File: src/rtl/clkout_pwrdn_pkg.sv
// Shared types for the clock output power-down sequencer.
// Assumes: status encoding is visible at the top-level port and must stay fixed.
package clkout_pwrdn_pkg;

    typedef enum logic [1:0] {
        SEQ_RUN     = 2'd0,
        SEQ_PARKING = 2'd1,
        SEQ_OFF     = 2'd2,
        SEQ_RELOCK  = 2'd3
    } seq_state_t;

    localparam int DEFAULT_QUAL_EDGES = 2;

endpackage

File: src/rtl/pd_req_qualifier.sv
// Qualifies the power-down request against rising edges of the reference
// clock level. The request counts once it has been high on QUAL_EDGES
// consecutive reference rising edges; any low sample clears the count at once.
// Assumes: ref_t and pd_req change away from the rising edge of clk.
module pd_req_qualifier #(
    parameter int QUAL_EDGES = 2
) (
    input  logic clk,
    input  logic rst_n,
    input  logic pd_req,
    input  logic ref_t,
    output logic qualified
);
    localparam int CW = $clog2(QUAL_EDGES + 1);
    localparam logic [CW-1:0] FULL = CW'(QUAL_EDGES);

    logic          ref_q;
    logic          ref_rise;
    logic [CW-1:0] edge_cnt;

    assign ref_rise = ref_t & ~ref_q;

    // Remember the reference level to find its rising edges.
    always_ff @(posedge clk) begin
        if (!rst_n) ref_q <= 1'b0;
        else        ref_q <= ref_t;
    end

    // Count consecutive reference edges with the request high.
    always_ff @(posedge clk) begin
        if (!rst_n)                         edge_cnt <= '0;
        else if (!pd_req)                   edge_cnt <= '0;
        else if (ref_rise && edge_cnt != FULL) edge_cnt <= edge_cnt + 1'b1;
    end

    assign qualified = (edge_cnt == FULL);

endmodule

File: src/rtl/se_clk_gate.sv
// Glitch-free gate for one single-ended clock. The enable drops only on a
// detected falling edge of the source, so the output is already low, and it
// rises only while the source is low, so the next high phase is complete.
// Assumes: src changes away from the rising edge of clk and has a low phase
// of at least one clk period.
module se_clk_gate (
    input  logic clk,
    input  logic rst_n,
    input  logic src,
    input  logic park_req,
    input  logic run_req,
    output logic gated,
    output logic enabled
);
    logic src_q;
    logic fall;

    assign fall = src_q & ~src;

    // Track the previous source level for edge detection.
    always_ff @(posedge clk) begin
        if (!rst_n) src_q <= 1'b0;
        else        src_q <= src;
    end

    // Drop the enable on a falling edge, restore it during the low phase.
    always_ff @(posedge clk) begin
        if (!rst_n)                             enabled <= 1'b1;
        else if (park_req && enabled && fall)   enabled <= 1'b0;
        else if (run_req && !enabled && !src)   enabled <= 1'b1;
    end

    assign gated = src & enabled;

endmodule

File: src/rtl/diff_clk_gate.sv
// Park and restart control for one differential output pair. The pair parks
// on the falling edge of the complement source, when the true source is high.
// Park style: mode 0 keeps the true pin driven high and floats the complement.
// Mode 1 floats both, until release drives the true pin high at once.
// Assumes: src_c is the inverse of src_t; both change away from clk rising edge.
module diff_clk_gate (
    input  logic clk,
    input  logic rst_n,
    input  logic src_t,
    input  logic src_c,
    input  logic drv_mode,
    input  logic release_now,
    input  logic park_req,
    input  logic run_req,
    output logic t_out,
    output logic t_oe,
    output logic c_out,
    output logic c_oe,
    output logic enabled
);
    logic c_q;
    logic c_fall;
    logic hold_high;

    assign c_fall = c_q & ~src_c;

    // Track the previous complement level for edge detection.
    always_ff @(posedge clk) begin
        if (!rst_n) c_q <= 1'b0;
        else        c_q <= src_c;
    end

    // Park on the complement's fall; restart during the true low phase.
    always_ff @(posedge clk) begin
        if (!rst_n)                               enabled <= 1'b1;
        else if (park_req && enabled && c_fall)   enabled <= 1'b0;
        else if (run_req && !enabled && !src_t)   enabled <= 1'b1;
    end

    // While parked, the true pin is held high for mode 0 or after release.
    assign hold_high = ~enabled & (~drv_mode | release_now);

    // Select running or parked pin levels and enables.
    always_comb begin
        if (enabled) begin
            t_out = src_t;
            t_oe  = 1'b1;
            c_out = src_c;
            c_oe  = 1'b1;
        end else begin
            t_out = 1'b1;
            t_oe  = hold_high;
            c_out = 1'b0;
            c_oe  = 1'b0;
        end
    end

endmodule

File: src/rtl/pd_seq_fsm.sv
// Top-level sequence: running, parking, parked-off, relocking.
// Release (request low) leaves parking or parked-off on the next edge, and
// the pin-level effect of release is applied combinationally in the gates.
// Assumes: all_parked is the registered AND of every gate's parked state.
module pd_seq_fsm
    import clkout_pwrdn_pkg::*;
(
    input  logic       clk,
    input  logic       rst_n,
    input  logic       qualified,
    input  logic       pd_req,
    input  logic       all_parked,
    input  logic       pll_lock,
    output seq_state_t state,
    output logic       park_req,
    output logic       run_req,
    output logic       osc_off
);
    seq_state_t state_nx;

    // Next-state selection.
    always_comb begin
        state_nx = state;
        unique case (state)
            SEQ_RUN:     if (qualified)   state_nx = SEQ_PARKING;
            SEQ_PARKING: if (!pd_req)     state_nx = SEQ_RELOCK;
                         else if (all_parked) state_nx = SEQ_OFF;
            SEQ_OFF:     if (!pd_req)     state_nx = SEQ_RELOCK;
            SEQ_RELOCK:  if (pll_lock)    state_nx = SEQ_RUN;
            default:                      state_nx = SEQ_RUN;
        endcase
    end

    // State register.
    always_ff @(posedge clk) begin
        if (!rst_n) state <= SEQ_RUN;
        else        state <= state_nx;
    end

    assign park_req = (state == SEQ_PARKING) || (state == SEQ_OFF);
    assign run_req  = (state == SEQ_RUN);
    assign osc_off  = (state == SEQ_OFF);

endmodule

File: src/rtl/clkout_pwrdn_seq.sv
// Clock output power-down sequencer top. Qualifies the request, parks each
// single-ended and differential output on its own clean edge, grants the
// oscillator shut-off once all are parked, and restarts after lock.
// Assumes: all source clocks are level inputs sampled by clk with at least
// one clk period per phase.
module clkout_pwrdn_seq
    import clkout_pwrdn_pkg::*;
#(
    parameter int SE_COUNT   = 4,
    parameter int DIFF_COUNT = 3,
    parameter int QUAL_EDGES = DEFAULT_QUAL_EDGES
) (
    input  logic                  clk,
    input  logic                  rst_n,
    input  logic                  pd_req,
    input  logic                  ref_t,
    input  logic                  pll_lock,
    input  logic [DIFF_COUNT-1:0] drv_mode,
    input  logic [SE_COUNT-1:0]   se_src,
    input  logic [DIFF_COUNT-1:0] dp_src_t,
    input  logic [DIFF_COUNT-1:0] dp_src_c,
    output logic [SE_COUNT-1:0]   se_out,
    output logic [DIFF_COUNT-1:0] dp_t_out,
    output logic [DIFF_COUNT-1:0] dp_t_oe,
    output logic [DIFF_COUNT-1:0] dp_c_out,
    output logic [DIFF_COUNT-1:0] dp_c_oe,
    output logic                  osc_off,
    output logic [1:0]            seq_state
);
    localparam int GATE_COUNT = SE_COUNT + DIFF_COUNT;

    logic                  qualified;
    logic                  park_req;
    logic                  run_req;
    logic                  all_parked;
    seq_state_t            state;
    logic [SE_COUNT-1:0]   se_en;
    logic [DIFF_COUNT-1:0] dp_en;
    logic [GATE_COUNT-1:0] gate_en;

    pd_req_qualifier #(
        .QUAL_EDGES (QUAL_EDGES)
    ) u_qual (
        .clk       (clk),
        .rst_n     (rst_n),
        .pd_req    (pd_req),
        .ref_t     (ref_t),
        .qualified (qualified)
    );

    pd_seq_fsm u_fsm (
        .clk        (clk),
        .rst_n      (rst_n),
        .qualified  (qualified),
        .pd_req     (pd_req),
        .all_parked (all_parked),
        .pll_lock   (pll_lock),
        .state      (state),
        .park_req   (park_req),
        .run_req    (run_req),
        .osc_off    (osc_off)
    );

    for (genvar i = 0; i < SE_COUNT; i++) begin : g_se
        se_clk_gate u_gate (
            .clk      (clk),
            .rst_n    (rst_n),
            .src      (se_src[i]),
            .park_req (park_req),
            .run_req  (run_req),
            .gated    (se_out[i]),
            .enabled  (se_en[i])
        );
    end

    for (genvar g = 0; g < DIFF_COUNT; g++) begin : g_dp
        diff_clk_gate u_gate (
            .clk         (clk),
            .rst_n       (rst_n),
            .src_t       (dp_src_t[g]),
            .src_c       (dp_src_c[g]),
            .drv_mode    (drv_mode[g]),
            .release_now (~pd_req),
            .park_req    (park_req),
            .run_req     (run_req),
            .t_out       (dp_t_out[g]),
            .t_oe        (dp_t_oe[g]),
            .c_out       (dp_c_out[g]),
            .c_oe        (dp_c_oe[g]),
            .enabled     (dp_en[g])
        );
    end

    assign gate_en    = {dp_en, se_en};
    assign all_parked = ~|gate_en;
    assign seq_state  = state;

endmodule

File: config.mk
export PLATFORM = sky130hd
export DESIGN_NAME = clkout_pwrdn_seq
export DESIGN_NICKNAME = d
export VERILOG_FILES = /design/src/rtl/clkout_pwrdn_pkg.sv /design/src/rtl/pd_req_qualifier.sv /design/src/rtl/se_clk_gate.sv /design/src/rtl/diff_clk_gate.sv /design/src/rtl/pd_seq_fsm.sv /design/src/rtl/clkout_pwrdn_seq.sv
export SDC_FILE = /design/constraint.sdc
export NUM_CORES = 1
export LEC_CHECK = 0
export BUFFER_PORTS_ARGS = -buffer_cell sky130_fd_sc_hd__buf_2
export CAP_MARGIN = 20
export CORE_MARGIN = 1.5
export CORE_UTILIZATION = 48
export CTS_BUF_LIST = sky130_fd_sc_hd__clkbuf_16
export CTS_CLUSTER_DIAMETER = 40
export DETAILED_ROUTE_END_ITERATION = 10
export PLACE_DENSITY_LB_ADDON = 0.2
export SLEW_MARGIN = 15
export SYNTH_ARGS = -nofsm -noshare
export SYNTH_HDL_FRONTEND = slang
export SYNTH_SLANG_ARGS = --single-unit
export TNS_END_PERCENT = 50
File: constraint.sdc
create_clock -name clk -period 1.9 [get_ports clk]
set_input_delay 0.19 -clock clk [delete_from_list [all_inputs] [get_ports clk]]
set_output_delay 0.19 -clock clk [all_outputs]
set_load 0.02 [all_outputs]
# Yosys cells after proc, flatten, opt, wreduce, memory -nomap -nowiden
# Cells that the tools add are included.
# op_classes
add_sub_neg	1
n_mul	0
div_mod_pow	0
n_lt_le_gt_ge	0
n_eq_ne	9
shift	0
mux	32
bitwise	33
reduce_logical	55
# ops
op	count
$logic_and 1x1->1	29
$mux 1	26
$and 1x1->1	15
$not 1->1	15
$logic_not 1->1	14
$reduce_bool 2->1	7
$mux 2	5
$ne 2x2->1 const B	4
$pmux 2 s4	1
$reduce_or 7->1	1
$eq 2x2->1 const B	3
$reduce_and 4->1	1
$ne 3x3->1 const B	1
$or 1x1->1	3
$add 2x1->2 const B	1
$eq 2x1->1 const B	1
$logic_not 2->1	1
$reduce_and 2->1	1
$logic_or 1x1->1	1
# word_totals
reg_bits	19
latchBits	0
mem_bits_rw	0
mem_bits_ro	0
in_bits	18
output_inout_bits	19
elab_cells	147
memories	0

# Depth between registers and ports, before layout
# depth
word_depth	5
ltp_mapped	6
ltp_nobuf	6

# By module
# From an unflattened synthesis, not the netlist that was laid out.
# unflattened
cells_unflattened	105
hier_area_um2	1014.7
# modules_own_cells
module	n_inst	cells_per_inst	area_each_um2
diff_clk_gate	3	12	116.4
se_clk_gate	4	8	80.1
pd_seq_fsm	1	21	181.4
pd_req_qualifier	1	13	140.1
clkout_pwrdn_seq	1	3	23.8

# Least setup slack after synthesis
# No wires, ideal clock.
# synth_timing
path_type	register to register
startpoint	register u_fsm.state[0]
endpoint	register u_fsm.state[0]
setup_ps	86
arrival_time_ps	1777
slack_ps	37
stages_incl_launch_ff	7
n_path_buf	0
path_cell_list	dfxtp_1 > inv_1 > ha_1 > nor4_1 > a21oi_1 > or3_1 > a221oi_2
# synth_between
elab_chain_len	3
elab_cells_between_ends	10
cone_classes	7 x eq/ne; 1 x mux; 2 x reduce/logical
# synth_rtl
element	line_no	rtl
from (decl)	pd_seq_fsm.sv:14	output seq_state_t state,
from (signal assigned)	pd_seq_fsm.sv:37	else state <= state_nx;
$eq 2x2->1 *	-	
via osc_off	clkout_pwrdn_seq.sv:27	output logic osc_off,
$ne 2x2->1 (no line)	-	
$reduce_and 4->1 (no line)	-	
# Mark *: on every way through the listed nets, which the timed path passes. The rest lies on a longest branch.
# A chain may end at the register's enable or synchronous reset.

# Final worst setup path
# layout_timing
startpoint	register u_fsm.state[0]
endpoint	register u_fsm.state[0]
# layout_between
elab_chain_len	3
elab_cells_between_ends	10
cone_classes	7 x eq/ne; 1 x mux; 2 x reduce/logical
# layout_rtl
element	line_no	rtl
$eq 2x1->1 (tied with other cells)	pd_seq_fsm.sv:24	unique case (state)
$ne 3x3->1 (no line) or $ne 2x2->1 (tied branches)	-	
$reduce_and 4->1 (no line)	-	
# Parallel ways exist; a longest one is shown, timed or not.

==> metrics.md <==
| Metric | Value |
|---|---|
| Overall routed net length | `1990 um` |
| Most frequent cell after synthesis | `dfxtp_1` |
| Number of global-route vias before repair | `750` |
| Clock Sinks | `19` |
| Gr ovfl total | `0` |
| Worst vdd ir | `0.670 mV` |
| Clock skew | `0.00453 ns` |
| Core box area | `~2000 um2` |
| Fin area | `around 1200 um2` |
| Rows | `16` |
| Worst path cell trace | `inv_1 -> ha_1 -> nor4_1 -> a21oi_1 -> or3_1 -> a221oi_2` |
| Crit. End Element | `flip-flop` |
| Status | `complete, no violations` |
| Dominant cells by area after synthesis | `dfxtp_1 37%, buf_4 12%, and2_1 8.6%, ha_1 7.4%, nand3b_1 7.4%` |
| DR iter-0 viols | `3` |
| Post-cts sizing count | `0` |
| Setup violators final | `0` |
| FMAX | `roughly 580 MHz` |
| Nets | `158` |
| Clk_lat worst skew | `between 0.2 and 0.3 ns` |
| Total CTS buffers | `3` |
| Fin util | `59.4%` |
| Residual DRC | `0` |
| Pre-CTS WS | `~0.17 ns` |
| Hold Vio Cnt, Final | `0` |
| First-pass GRT wire length | `3340 um` |
| Starting Density | `between 50% and 60%` |
| Worst-path clk slew | `0.06 ns` |
| Gate Count Post-Synth | `around 110` |
| Post-synth ARST share | `0%` |
| Share of the synthesized area in the top cell type | `37.5%` |
| Antenna violations before repair | `0` |
| Share of cells above drive strength 1 | `32.3%` |
| Slew at the pin with the worst max-slew slack | `slightly above 0.4 ns` |
| Slowest cell on crit path | `or3_1` |
| Ports | `37` |
| Clock buffer depth | `2` |
| Final antenna-violating net count | `0` |
| Ant. Diodes | `0` |
| Post-DR vias/cell | `5.10` |
| Critical Path AT | `~1.9 ns` |
| Area post-placement | `1100 um2` |
| CTS tree | `yes` |
| Post-synth top flop | `dfxtp_1` |
| CTS H-tree depth | `1` |
| Max-slew headroom | `72.7%` |
| Setup TNS | `0 ns` |
| Die height | `around 50 um` |
| RSZ-0062 raised after global routing | `no` |
| Post-synthesis register bit count | `19` |
| Netlist cell types | `24` |
| Post-Syn Area per Cell | `9.06 um2` |
| Hold Path Class | `input pin to flip-flop` |
| Synth top cells by count | `19 x dfxtp_1, 16 x buf_4, 14 x and2_1` |
| Die Area | `2400 um2` |
| Area of the mapped netlist | `between 1000 and 1500 um2` |
| Worst Path Max Fanout | `5` |
| Final worst-path cycle share | `between 90% and 100%` |
| Largest net degree at the start of global routing | `20` |
| Final Max Tran Viols | `0` |
| Max cap viols | `0` |
| Filler cell count in the final layout | `188` |
| Hold buffers post-CTS | `0` |
| Drt pass-1 iters | `4` |
| Nature of the critical path startpoint | `flip-flop` |
| Worst Path Class, Setup | `flip-flop to flip-flop` |
| Die Wd | `49.0 um` |
| Total vias in the final route | `just over 800` |
| Number of synthesized flops with an enable pin | `0` |
| Leakage power | `0.547 nW` |
| CP peak stage delay | `0.39 ns` |
| Average wire per standard cell | `roughly 12 um` |
| Syn. warnings | `0` |
| Required @ worst endpoint | `2.07 ns` |
| Post-synthesis sequential area ratio | `roughly 37%` |
| Tmin final | `1.74 ns` |
| Pwr/cell area | `1120 nW/um2` |
| Post-CTS Setup Bufs | `0` |
| Global Route Usage Sum | `18.5%` |
| Root Buffer | `clkbuf_16` |
| Min Hold Slack | `0.152 ns` |
| Synth area leader | `dfxtp_1` |
| Post-Syn Nets | `about 140` |
| Final setup margin | `0.164 ns` |
| I/O Buffers | `36` |
| Area grow syn2layout | `16.0%` |
| GP Congestion | `0.695` |
==> routing by layer <==
metal	vias to the layer above	wire length [um]	GRT usage (%)
li1	405	-	-
met4	0	36	8.57
met2	28	949	30.4
met1	378	879	22.3
met3	5	129	5.21
met5	-	0	0
==> cells by family after synthesis <==
family | Yosys count | synth area share (%)
fa+ha+maj | 6 | 7.40
xor+xnor | 1 | 0.863
simple gates | 46 | 27.1
mux | 1 | 0.986
compound gates | 13 | 10.6
buf+inv | 26 | 15.5
flops | 19 | 37.5
==> placed cells by master (no fill, tap or decap), drive strengths merged <==
cell / synthesis / routed
nor3b: 1 / 1
o21ai: 1 / 1
clkbuf: 3 / 3
nand3b: 10 / 10
ha: 6 / 6
nor4: 2 / 2
o22ai: 1 / 1
or2b: 1 / 1
o311ai: 7 / 7
mux2i: 1 / 1
a211oi: 2 / 2
nand2b: 2 / 2
and2: 15 / 15
inv: 7 / 7
xnor2: 1 / 1
a221oi: 1 / 1
clkinv: 0 / 1
a21oi: 1 / 1
nand2: 10 / 10
nor2: 4 / 4
dfxtp: 19 / 19
buf: 16 / 36
or3: 1 / 1
==> power by group <==
part           leakage, nW  switching, W  total [W]  internal (W)
registers            0.156     0.0000374   0.000476      0.000438
logic                0.350      0.000258   0.000408      0.000150
clock network       0.0409      0.000158   0.000440      0.000282
==> per-stage QoR <==
step                      total power (W)  instances
after floorplan                  0.000798        112
after global placement           0.000881        156
after detailed placement         0.000894        156
after CTS                         0.00134        160
after global routing              0.00140        160
final                             0.00132        160
==> worst paths after layout <==
kind | startpoint | endpoint | slack [ns] | cells past startpoint
hold / removal | dp_src_c[2] | g_dp[2].u_gate.c_q$_SDFF_PN0_ | 0.15 | 2
setup reg to reg | u_fsm.state[0]$_SDFFE_PN0P_ | u_fsm.state[0]$_SDFFE_PN0P_ | 0.16 | 6
setup / recovery | u_fsm.state[0]$_SDFFE_PN0P_ | u_fsm.state[0]$_SDFFE_PN0P_ | 0.16 | 6
hold reg to reg | u_qual.edge_cnt[1]$_SDFFE_PN0P_ | u_qual.edge_cnt[1]$_SDFFE_PN0P_ | 0.50 | 2
==> critical path, delay by kind of cell, from the launching register on <==
family / cells / cell delay (ns)
flops: 1 / 0.38
simple gates: 2 / 0.57
buf+inv: 1 / 0.13
compound gates: 2 / 0.33
fa+ha+maj: 1 / 0.24
==> layout make-up <==
cell class / count / area [um2] / area share [%]
tap: 27 / 33.8 / 2.87
inverter: 7 / 26.3 / 2.23
timing repair buffer: 36 / 180 / 15.3
clock inverter: 1 / 5.00 / 0.425
multi-input combinational: 67 / 477 / 40.5
sequential: 19 / 380 / 32.3
clock buffer: 3 / 75.1 / 6.38
==> registers in the layout, indices dropped and copies added (netlist names) <==
signal,count
u_qual.ref_q,1
g_se.u_gate.enabled,4
g_dp.u_gate.enabled,3
u_qual.edge_cnt,2
g_se.u_gate.src_q,4
g_dp.u_gate.c_q,3
u_fsm.state,2
(Power assumes the default switching activity.)
